## config.mk

```make
export PLATFORM = sky130hd
export DESIGN_NAME = sram_port_ctrl
export DESIGN_NICKNAME = d
export VERILOG_FILES = /design/src/rtl/sram_port_pkg.sv /design/src/rtl/sram_seq_fsm.sv /design/src/rtl/sram_pin_drive.sv /design/src/rtl/sram_rd_capture.sv /design/src/rtl/sram_port_ctrl.sv
export SDC_FILE = /design/constraint.sdc
export NUM_CORES = 1
export LEC_CHECK = 0
export BUFFER_PORTS_ARGS = -buffer_cell sky130_fd_sc_hd__buf_2
export CORE_UTILIZATION = 50
export DETAILED_ROUTE_END_ITERATION = 7
export PLACE_DENSITY = 0.89
export SYNTH_ARGS = -nofsm -noshare
export SYNTH_HDL_FRONTEND = slang
export SYNTH_HIERARCHICAL = 1
export SYNTH_SLANG_ARGS = --single-unit
```

## constraint.sdc

```tcl
create_clock -name clk -period 3.5 [get_ports clk]
set_input_delay 0.7 -clock clk [delete_from_list [all_inputs] [get_ports clk]]
set_output_delay 0.7 -clock clk [all_outputs]
set_load 0.02 [all_outputs]
```

## src/rtl/sram_port_pkg.sv

```systemverilog
// Shared types for the asynchronous SRAM port controller.
// Assumes: single-word accesses, one in flight at a time.
package sram_port_pkg;

    // Sequencer states; only IDLE accepts a new request.
    typedef enum logic [2:0] {
        ST_IDLE,
        ST_WR_SETUP,
        ST_WR_STROBE,
        ST_WR_HOLD,
        ST_RD_STROBE,
        ST_RD_RECOVER
    } seq_state_e;

    // Pin intent for one clock, decoded from a sequencer state.
    typedef struct packed {
        logic chip_sel;
        logic wr_strobe;
        logic rd_strobe;
        logic bus_drive;
    } pin_intent_t;

    // Map a state to the pin levels the memory must see during it.
    function automatic pin_intent_t intent_of(seq_state_e st);
        pin_intent_t p;
        p.chip_sel  = (st != ST_IDLE) && (st != ST_RD_RECOVER);
        p.wr_strobe = (st == ST_WR_STROBE);
        p.rd_strobe = (st == ST_RD_STROBE);
        p.bus_drive = (st == ST_WR_SETUP) || (st == ST_WR_STROBE) || (st == ST_WR_HOLD);
        return p;
    endfunction

endpackage

```

## src/rtl/sram_seq_fsm.sv

```systemverilog
// Access sequencer: accepts a request in IDLE and steps through the write
// (setup, strobe, hold) or read (strobe, recover) phases. Strobe length is
// WAIT_CLKS clocks. Assumes WAIT_CLKS >= 1. Exposes the next state so that
// the pin stage can register pin levels without a decode after the flop.
module sram_seq_fsm
    import sram_port_pkg::*;
#(
    parameter int WAIT_CLKS = 3
) (
    input  logic       clk,
    input  logic       rst_n,
    input  logic       req,
    input  logic       req_write,
    output logic       ready,
    output logic       accept,
    output logic       rd_sample,
    output seq_state_e state_nxt
);

    seq_state_e state_q;
    seq_state_e state_d;
    logic       strobe_done;

    assign ready  = (state_q == ST_IDLE);
    assign accept = req && ready;

    // Strobe length counter; omitted entirely for single-clock strobes.
    generate
        if (WAIT_CLKS == 1) begin : g_no_cnt
            assign strobe_done = 1'b1;
        end else begin : g_cnt
            localparam int CNT_W = $clog2(WAIT_CLKS);
            localparam logic [CNT_W-1:0] CNT_LOAD = CNT_W'(WAIT_CLKS - 1);
            logic [CNT_W-1:0] cnt_q;
            logic             entering;

            assign entering = (state_d != state_q) &&
                              ((state_d == ST_WR_STROBE) || (state_d == ST_RD_STROBE));

            // Load on strobe entry, count down while the strobe lasts.
            always_ff @(posedge clk) begin
                if (!rst_n)
                    cnt_q <= '0;
                else if (entering)
                    cnt_q <= CNT_LOAD;
                else if (cnt_q != '0)
                    cnt_q <= cnt_q - 1'b1;
            end

            assign strobe_done = (cnt_q == '0);
        end
    endgenerate

    // Read data is taken on the final clock of the read strobe.
    assign rd_sample = (state_q == ST_RD_STROBE) && strobe_done;

    // Next-state selection for the access sequence.
    always_comb begin
        state_d = state_q;
        unique case (state_q)
            ST_IDLE:       if (accept) state_d = req_write ? ST_WR_SETUP : ST_RD_STROBE;
            ST_WR_SETUP:   state_d = ST_WR_STROBE;
            ST_WR_STROBE:  if (strobe_done) state_d = ST_WR_HOLD;
            ST_WR_HOLD:    state_d = ST_IDLE;
            ST_RD_STROBE:  if (strobe_done) state_d = ST_RD_RECOVER;
            ST_RD_RECOVER: state_d = ST_IDLE;
            default:       state_d = ST_IDLE;
        endcase
    end

    // State register with synchronous reset to IDLE.
    always_ff @(posedge clk) begin
        if (!rst_n)
            state_q <= ST_IDLE;
        else
            state_q <= state_d;
    end

    assign state_nxt = state_d;

endmodule

```

## src/rtl/sram_pin_drive.sv

```systemverilog
// Registered memory-side pins. Control levels come from the next sequencer
// state; address and write data load on the accept edge and hold until the
// next accept, so they stay put through the write strobe's rising edge.
// Assumes the sequencer never asks for both strobes in one state.
module sram_pin_drive
    import sram_port_pkg::*;
#(
    parameter int ADDR_W = 16,
    parameter int DATA_W = 8
) (
    input  logic              clk,
    input  logic              rst_n,
    input  seq_state_e        state_nxt,
    input  logic              accept,
    input  logic              req_write,
    input  logic [ADDR_W-1:0] req_addr,
    input  logic [DATA_W-1:0] req_wdata,
    output logic [ADDR_W-1:0] sram_addr,
    output logic              sram_ce1_n,
    output logic              sram_ce2,
    output logic              sram_we_n,
    output logic              sram_oe_n,
    output logic [DATA_W-1:0] dq_out,
    output logic              dq_oe
);

    pin_intent_t nxt;

    assign nxt = intent_of(state_nxt);

    // Control pins: standby and all strobes off in reset.
    always_ff @(posedge clk) begin
        if (!rst_n) begin
            sram_ce1_n <= 1'b1;
            sram_ce2   <= 1'b0;
            sram_we_n  <= 1'b1;
            sram_oe_n  <= 1'b1;
            dq_oe      <= 1'b0;
        end else begin
            sram_ce1_n <= ~nxt.chip_sel;
            sram_ce2   <= nxt.chip_sel;
            sram_we_n  <= ~nxt.wr_strobe;
            sram_oe_n  <= ~nxt.rd_strobe;
            dq_oe      <= nxt.bus_drive;
        end
    end

    // Address register: loads once per access.
    always_ff @(posedge clk) begin
        if (!rst_n)
            sram_addr <= '0;
        else if (accept)
            sram_addr <= req_addr;
    end

    // Write data register: loads only for writes.
    always_ff @(posedge clk) begin
        if (!rst_n)
            dq_out <= '0;
        else if (accept && req_write)
            dq_out <= req_wdata;
    end

endmodule

```

## src/rtl/sram_rd_capture.sv

```systemverilog
// Read return path: samples the data bus when told and raises a one-clock
// valid pulse. Assumes the bus is settled at the sample clock.
module sram_rd_capture #(
    parameter int DATA_W = 8
) (
    input  logic              clk,
    input  logic              rst_n,
    input  logic              rd_sample,
    input  logic [DATA_W-1:0] dq_in,
    output logic [DATA_W-1:0] rdata,
    output logic              rdata_valid
);

    // Capture register; rdata holds between reads.
    always_ff @(posedge clk) begin
        if (!rst_n) begin
            rdata       <= '0;
            rdata_valid <= 1'b0;
        end else begin
            rdata_valid <= rd_sample;
            if (rd_sample)
                rdata <= dq_in;
        end
    end

endmodule

```

## src/rtl/sram_port_ctrl.sv

```systemverilog
// Top of the asynchronous SRAM port controller: sequencer, pin register
// stage and read capture. One access at a time through req/ready.
// Assumes WAIT_CLKS >= 1 and that dq_in is the resolved bus value.
module sram_port_ctrl
    import sram_port_pkg::*;
#(
    parameter int ADDR_W    = 16,
    parameter int DATA_W    = 8,
    parameter int WAIT_CLKS = 3
) (
    input  logic              clk,
    input  logic              rst_n,
    input  logic              req,
    input  logic              req_write,
    input  logic [ADDR_W-1:0] req_addr,
    input  logic [DATA_W-1:0] req_wdata,
    output logic              ready,
    output logic [DATA_W-1:0] rdata,
    output logic              rdata_valid,
    output logic [ADDR_W-1:0] sram_addr,
    output logic              sram_ce1_n,
    output logic              sram_ce2,
    output logic              sram_we_n,
    output logic              sram_oe_n,
    output logic [DATA_W-1:0] dq_out,
    output logic              dq_oe,
    input  logic [DATA_W-1:0] dq_in
);

    logic       accept;
    logic       rd_sample;
    seq_state_e state_nxt;

    sram_seq_fsm #(
        .WAIT_CLKS (WAIT_CLKS)
    ) u_seq (
        .clk       (clk),
        .rst_n     (rst_n),
        .req       (req),
        .req_write (req_write),
        .ready     (ready),
        .accept    (accept),
        .rd_sample (rd_sample),
        .state_nxt (state_nxt)
    );

    sram_pin_drive #(
        .ADDR_W (ADDR_W),
        .DATA_W (DATA_W)
    ) u_pins (
        .clk        (clk),
        .rst_n      (rst_n),
        .state_nxt  (state_nxt),
        .accept     (accept),
        .req_write  (req_write),
        .req_addr   (req_addr),
        .req_wdata  (req_wdata),
        .sram_addr  (sram_addr),
        .sram_ce1_n (sram_ce1_n),
        .sram_ce2   (sram_ce2),
        .sram_we_n  (sram_we_n),
        .sram_oe_n  (sram_oe_n),
        .dq_out     (dq_out),
        .dq_oe      (dq_oe)
    );

    sram_rd_capture #(
        .DATA_W (DATA_W)
    ) u_rd (
        .clk         (clk),
        .rst_n       (rst_n),
        .rd_sample   (rd_sample),
        .dq_in       (dq_in),
        .rdata       (rdata),
        .rdata_valid (rdata_valid)
    );

endmodule

```

Yosys cells after proc, flatten, opt, wreduce, memory -nomap -nowiden --
Index checks and enable logic that the tools add are counted.
Storage, ports and cells: flip-flop bits (word level) 43, input port bits 36, output and inout bits 39, word-level logic and storage cells 47
Cells by class: add/sub/neg operators 1, equal/unequal tests 9, muxes and demuxes 7, bitwise gates (word level) 4, reductions and logical operators 14
Operators by type and width (number):
- $mux W3 | 4
- $pmux W3 S4 | 1
- $eq A3 B2 Y1 const B | 3
- $eq A3 B1 Y1 const B | 2
- $eq A3 B3 Y1 const B | 2
- $logic_and A1 B1 Y1 | 5
- $mux W2 | 2
- $not A1 Y1 | 4
- $reduce_bool A2 Y1 | 2
- $logic_not A3 Y1 | 1
- $logic_or A1 B1 Y1 | 3
- $ne A3 B3 Y1 | 1
- $ne A3 B3 Y1 const B | 1
- $reduce_bool A3 Y1 | 1
- $logic_not A2 Y1 | 1
- $reduce_or A2 Y1 | 1
- $sub A2 B1 Y2 const B | 1

Depth between registers and ports, before layout --
Gate-level depths: netlist of run 1.
depth in word-level cells 8, depth in mapped cells 6, gate-level depth less buffers 5

Hierarchy --
The synthesis of run 1 kept the hierarchy.
Modules (own cells, without submodules):
- sram_pin_drive | instances 1, cells each 101, area an instance 1132.3 µm², sequential area each 580.6 µm²
- sram_rd_capture | instances 1, cells each 27, area an instance 329.1 µm², sequential area each 180.2 µm²
- sram_seq_fsm | instances 1, cells each 29, area an instance 272.8 µm², sequential area each 100.1 µm²

Least setup slack after synthesis of run 1 --
Ideal clock, no wire load.
path type register -> output, from reg u_seq.state_q[2], to out ready, data arrival time 923 ps, data required time 2800 ps, slack 1877 ps, cell stages (with the launch flop) 3, path buffers 1, cell sequence dfxtp_1 -> buf_6 -> nor3_1
Between the ends: word-level cells in the longest chain between the ends 1
RTL lines:
- from (decl) | line sram_seq_fsm.sv:20 | seq_state_e state_q;
- from (signal assigned) | line sram_seq_fsm.sv:76 | state_q <= state_d;
- $logic_not A3 Y1 | line sram_seq_fsm.sv:24 | assign ready = (state_q == ST_IDLE);
- to (decl) | line sram_port_ctrl.sv:17 | output logic ready,
No other way between the ends.

Final worst setup path of run 1 --
Ends and elaborated chain as after synthesis.

==> impl_metrics.ini, run 1 <==
[synthesis]
syn_avg_cell_area_um2 = 11.0
synth_cell_types = 27
synthesis.nets = 193
yosysWarningCount = 6
syn-cell-area_um2 = 1730
ys_seq_elements = 43
synth_seq_area_share_pct = 49.6
netlist_instances = 157

[cells_and_area]
layout_common_cells = buf_2, dfxtp_1, nor2b_1
final_cells = 275
final_common_cell = buf_2
nets = 264
drive_above_1_share_pct = 37.6
syn_to_final_growth_pct = 22.4
n_antenna_cell = 0

[route]
drc_errors = 0
via_per_inst = 4.76
wl_per_cell_um = 11.7
first_iter_violations = 50
ant_nets = 0
vias = 1310
first_pass_iters = 4
drt_wl_total_mm = 3.22

[floorplan]
die_area_um2 = 3710
initial_utilization_pct = 52.0
ios = 75
fp.dieH_um = 60.9
num_rows = 21
core_um2 = 3340
die_x_um = 60.9

[clocking]
cts_tree = yes
cts.sinks = 43
post_cts_resized = 0
h-tree-depth = 2
cts_setup_buffers = 0
cts.path.max_buffers = 2
clk_latency_ns = 0.35
cts-root-buf = clkbuf_4
cts_hold_buf = 0
clk_pin_slew_ns = 0.12
cts_buffers = 5

[run_status]
status = finished clean

[sta]
fin_ws_ns = 1.64
slew_headroom_pct = 61.8
setup-violations-final = 0
fin_skew_ns = 0.00816
fin_crit_sh_pct = 53.2
final.min_clock_period_ns = 1.86
setup-tns-final_ns = 0
finalHoldViolCount = 0
slew_viol_final = 0
rsz0062_at_grt = no
tightest_slew_ns = 0.573
clock.fmax_mhz = 537

[place]
numPortBuffers = 74
gp_congestion = 0.733
dp_hpwl_mm = 2.31
dp_cells = 267
pre_cts_slack_ns = 1.42

[setup_path]
cp-start-kind = register
r2r_cells = 6
critPathKind = reg2out
cp_max_fo = 7
arrival_ns = 1.16
critPathRequiredTime_ns = 2.80
worstSetupEndpointType = output pin

[power]
power_density_nw_per_um2 = 529
p_total_uw = 1120
peakVddDrop_uv = 227
p_leak_uw = 0.00101

[hold_path]
min_path_type = reg2reg
whs_path_depth = 2

[global_route]
antenna_found_initial = 0
grt_usage_pct = 18.2
grt_pass1_vias = 1126
grt_max_degree = 43
grt_overflow = 0
grt_first_pass_wirelength_mm = 4.77

[run]
drv_cap = 0
==> routing by layer <==
layer	GRT usage, %	share of wire [%]	up-vias
li1	-	-	670
met1	18.8	42	596
met2	32.5	51	38
met3	6.61	5.0	6
met4	8.77	1.6	0
met5	0	0	-
==> worst max-delay path, cell delays in order (launching register included) <==
cell	delay, ns
dfxtp_1	0.43
nor3_1	0.20
buf_2	0.18
==> through the flow <==
stage          utilization (%)  area (µm²)  hold WS, ns
2_1_floorplan                -        1730        0.450
4_1_cts                   63.6        2120        0.500
6_report                  63.6        2120        0.494
3_5_place_dp              62.0        2070        0.479
3_3_place_gp              62.0        2070        0.468
5_1_grt                   63.6        2120        0.530
==> path summary, 6_finish.rpt <==
| kind | start | to | slack, ns |
|---|---|---|---|
| setup / recovery | u_seq/state_q[2]$_SDFF_PN0_ | ready | 1.64 |
| hold / removal | u_seq/g_cnt.cnt_q[0]$_SDFFE_PP0N_ | u_seq/g_cnt.cnt_q[1]$_SDFFE_PN0P_ | 0.49 |
| setup reg to reg | u_seq/state_q[2]$_SDFF_PN0_ | u_pins/sram_ce1_n$_SDFF_PN1_ | 1.70 |
| hold reg to reg | u_seq/g_cnt.cnt_q[0]$_SDFFE_PP0N_ | u_seq/g_cnt.cnt_q[1]$_SDFFE_PN0P_ | 0.49 |
==> sequential cells by signal (all words and copies together), names as in the netlist, 2 cells and up <==
register	flops
u_rd/rdata	8
u_pins/sram_addr	16
u_pins/dq_out	8
u_seq/g_cnt.cnt_q	2
u_seq/state_q	3
==> layout make-up <==
cell class | instances | area, µm²
clock buffer | 6 | 41.3
clock inverter | 2 | 12.5
multi-input combinational | 103 | 772
tap | 46 | 57.6
timing repair buffer | 75 | 378
fill | 297 | 1210
sequential | 43 | 861
==> power by group <==
part / switching (µW) / internal, µW
combinational: 179 / 136
sequential: 34.6 / 545
clock: 151 / 77.5
total: 365 / 758
==> synth_stat cells (all sizes together) <==
| master | instances | area [µm²] |
|---|---|---|
| nor2b | 26 | 163 |
| mux2i | 24 | 240 |
| o21ai | 2 | 10.0 |
| nor3b | 1 | 7.51 |
| and4b | 1 | 10.0 |
| and3b | 1 | 8.76 |
| and3 | 9 | 57.6 |
| dfxtp | 43 | 861 |
| nand3b | 3 | 22.5 |
| xor2 | 2 | 17.5 |
| nor3 | 2 | 10.0 |
| a21boi | 10 | 75.1 |
| and2 | 2 | 13.8 |
| o21a | 9 | 67.6 |
| nor4b | 1 | 23.8 |
| clkbuf | 2 | 8.75 |
| buf | 9 | 92.6 |
| xnor2 | 1 | 8.76 |
| nand2 | 3 | 11.3 |
| nor2 | 6 | 25.0 |
==> kinds of logic after synthesis <==
| kind of cell | after synthesis | share of synthesized area [%] |
|---|---|---|
| AO/OA/AOI/OAI | 21 | 8.80 |
| XOR/XNOR | 3 | 1.52 |
| buffers and inverters | 11 | 5.84 |
| flip-flops | 43 | 49.6 |
| multiplexers | 24 | 13.9 |
| AND/OR/NAND/NOR | 55 | 20.3 |
(Power assumes the default switching activity.)
==> run 2, diff against run 1 <==
Settings changed: ABC_AREA set to 1, CORE_UTILIZATION 50 to 42, PLACE_DENSITY 0.89 to 0.8.
Clock period 3.5 ns to 1.55 ns, I/O delays scaled along.
==> impl_metrics.ini, run 2 <==
[route]
vias = 1640
drc_errors = 0
via_per_inst = 4.43
wl_per_cell_um = 9.44
drt_wl_total_mm = 3.49
first_pass_iters = 4
first_iter_violations = 49
ant_nets = 0

[sta]
setup-tns-final_ns = 0
fin_skew_ns = 0.00728
finalHoldViolCount = 0
slew_headroom_pct = 70.3
fin_crit_sh_pct = 89.9
tightest_slew_ns = 0.446
clock.fmax_mhz = 718
rsz0062_at_grt = no
final.min_clock_period_ns = 1.39
slew_viol_final = 0
setup-violations-final = 0

[global_route]
grt_first_pass_wirelength_mm = 5.62
antenna_found_initial = 0
grt_usage_pct = 16.9
grt_pass1_vias = 1458
grt_overflow = 0
grt_max_degree = 27

[synthesis]
synthTopCellsByCount = nor2_1, dfxtp_1, nand2_1
synthesis.nets = 279
synth_flop_cell = dfxtp_1
synth_edf_count = 0
synth_top_area_share_pct = 49.2
synth_cell_types = 20
syn_avg_cell_area_um2 = 7.20
synth_most_common_cell = nor2_1
netlist_instances = 243
yosysTopAreaCell = dfxtp_1
async_flop_share_pct = 0
synth_seq_area_share_pct = 49.2
ys_seq_elements = 43
synth_area_leaders = dfxtp_1, nor2_1, nand2_1
yosysWarningCount = 6
syn-cell-area_um2 = 1750

[hold_path]
min_path_type = in2reg

[setup_path]
crit_chain = inv_1 -> nand2_1 -> nor2_1 -> buf_2
cp_max_fo = 4
slowest_delay_ns = 0.35
critPathKind = reg2out
cp-start-kind = register
critPathRequiredTime_ns = 1.24
arrival_ns = 1.08
crit_slowest_cell = dfxtp_1
worstSetupEndpointType = output pin

[power]
peakVddDrop_uv = 667
power_density_nw_per_um2 = 1320
p_leak_uw = 0.00126
p_total_uw = 2940

[floorplan]
ios = 75
num_rows = 23
core_um2 = 4000
die_x_um = 66.5
fp.dieH_um = 66.5
initial_utilization_pct = 43.7
die_area_um2 = 4430

[cells_and_area]
final_common_cell = buf_2
layout_common_cells = buf_2, nor2_1, nand2_1, dfxtp_1, inv_1
reg_top3 = u_pins/sram_addr x16, u_pins/dq_out x8, u_rd/rdata x8
n_antenna_cell = 0
syn_to_final_growth_pct = 27.5
drive_above_1_share_pct = 33.4
regMostFlops = u_pins/sram_addr
nets = 355
largest_reg_flops = 16

[clocking]
cts.path.max_buffers = 2
cts.sinks = 43
h-tree-depth = 2
post_cts_resized = 0
cts_hold_buf = 0
cts_buffers = 5
cts_setup_buffers = 0
cts-root-buf = clkbuf_8
cts_tree = yes
clk_latency_ns = 0.29
clk_pin_slew_ns = 0.08

[run]
drv_cap = 0

[run_status]
status = finished clean

[place]
dp_hpwl_mm = 2.57
numPortBuffers = 74
gp_congestion = 0.799
run 2: changes by cell type in the layout (fill, tap and decap cells not counted), moves of 8 or more:
| cell | previous run | this run |
|---|---|---|
| a21boi_0 | 9 | 0 |
| and3_1 | 8 | 0 |
| nand2_1 | 3 | 43 |
| nor2b_1 | 26 | 0 |
| o21a_1 | 9 | 0 |
| o21ai_0 | 2 | 17 |
| nor2_1 | 5 | 71 |
| inv_1 | 0 | 31 |
| mux2i_1 | 24 | 0 |
run 2: metrics by stage:
step	setup WS, ns	hold slack (ns)	area [µm²]	util (%)	instances
finish	0.157	0.235	2230	55.8	370
floorplan	0.00496	0.445	1750	-	243
detailed placement	0.218	0.464	2150	53.7	362
global placement	0.291	0.455	2150	53.7	362
global route	0.0249	0.237	2230	55.8	370
CTS	0.139	0.229	2230	55.8	370
run 2: final cells by class:
cell class / count / area, µm²
flip-flops and latches: 43 / 861
repair buffers: 78 / 400
well taps: 50 / 62.6
fillers: 385 / 1770
inverters: 34 / 128
clock buffers: 5 / 68.8
multi-input cells: 157 / 696
clock inverters: 3 / 15.0
run 2: kinds of logic (layout without fill, tap and decap cells):
kind of cell | after synthesis | count (layout) | share of synthesized area (%)
AND/OR/NAND/NOR | 138 | 138 | 34.3
flip-flops | 43 | 43 | 49.2
buffers and inverters | 43 | 120 | 11.0
AO/OA/AOI/OAI | 19 | 19 | 5.44
run 2: worst max-delay path, delay by kind of cell (launching register included):
kind	cells	cell delay [ns]
flops	1	0.35
buf+inv	2	0.25
simple gates	2	0.19
run 2: metal layers:
layer	GRT usage (%)	share of wire, %	vias up
li1	-	-	872
met1	17.6	44	724
met2	30.4	50	37
met3	3.25	3.5	7
met4	11.7	2.3	0
met5	0	0	-
run 2: path summary, 6_finish.rpt:
kind                               start                                end  slack [ns]  cells after the start
max          u_seq/state_q[0]$_SDFF_PN0_                              ready        0.16                      4
min reg2reg   u_rd/rdata[1]$_SDFFE_PN0P_         u_rd/rdata[1]$_SDFFE_PN0P_        0.47                      2
min                         req_addr[10]  u_pins/sram_addr[10]$_SDFFE_PN0P_        0.24                      3
max reg2reg  u_seq/state_q[0]$_SDFF_PN0_  u_pins/sram_addr[13]$_SDFFE_PN0P_        0.21                      8
run 2: report_power, final:
group / switching [µW] / internal [µW]
combinational: 608 / 317
clock: 368 / 308
sequential: 74.5 / 1270
total: 1050 / 1890
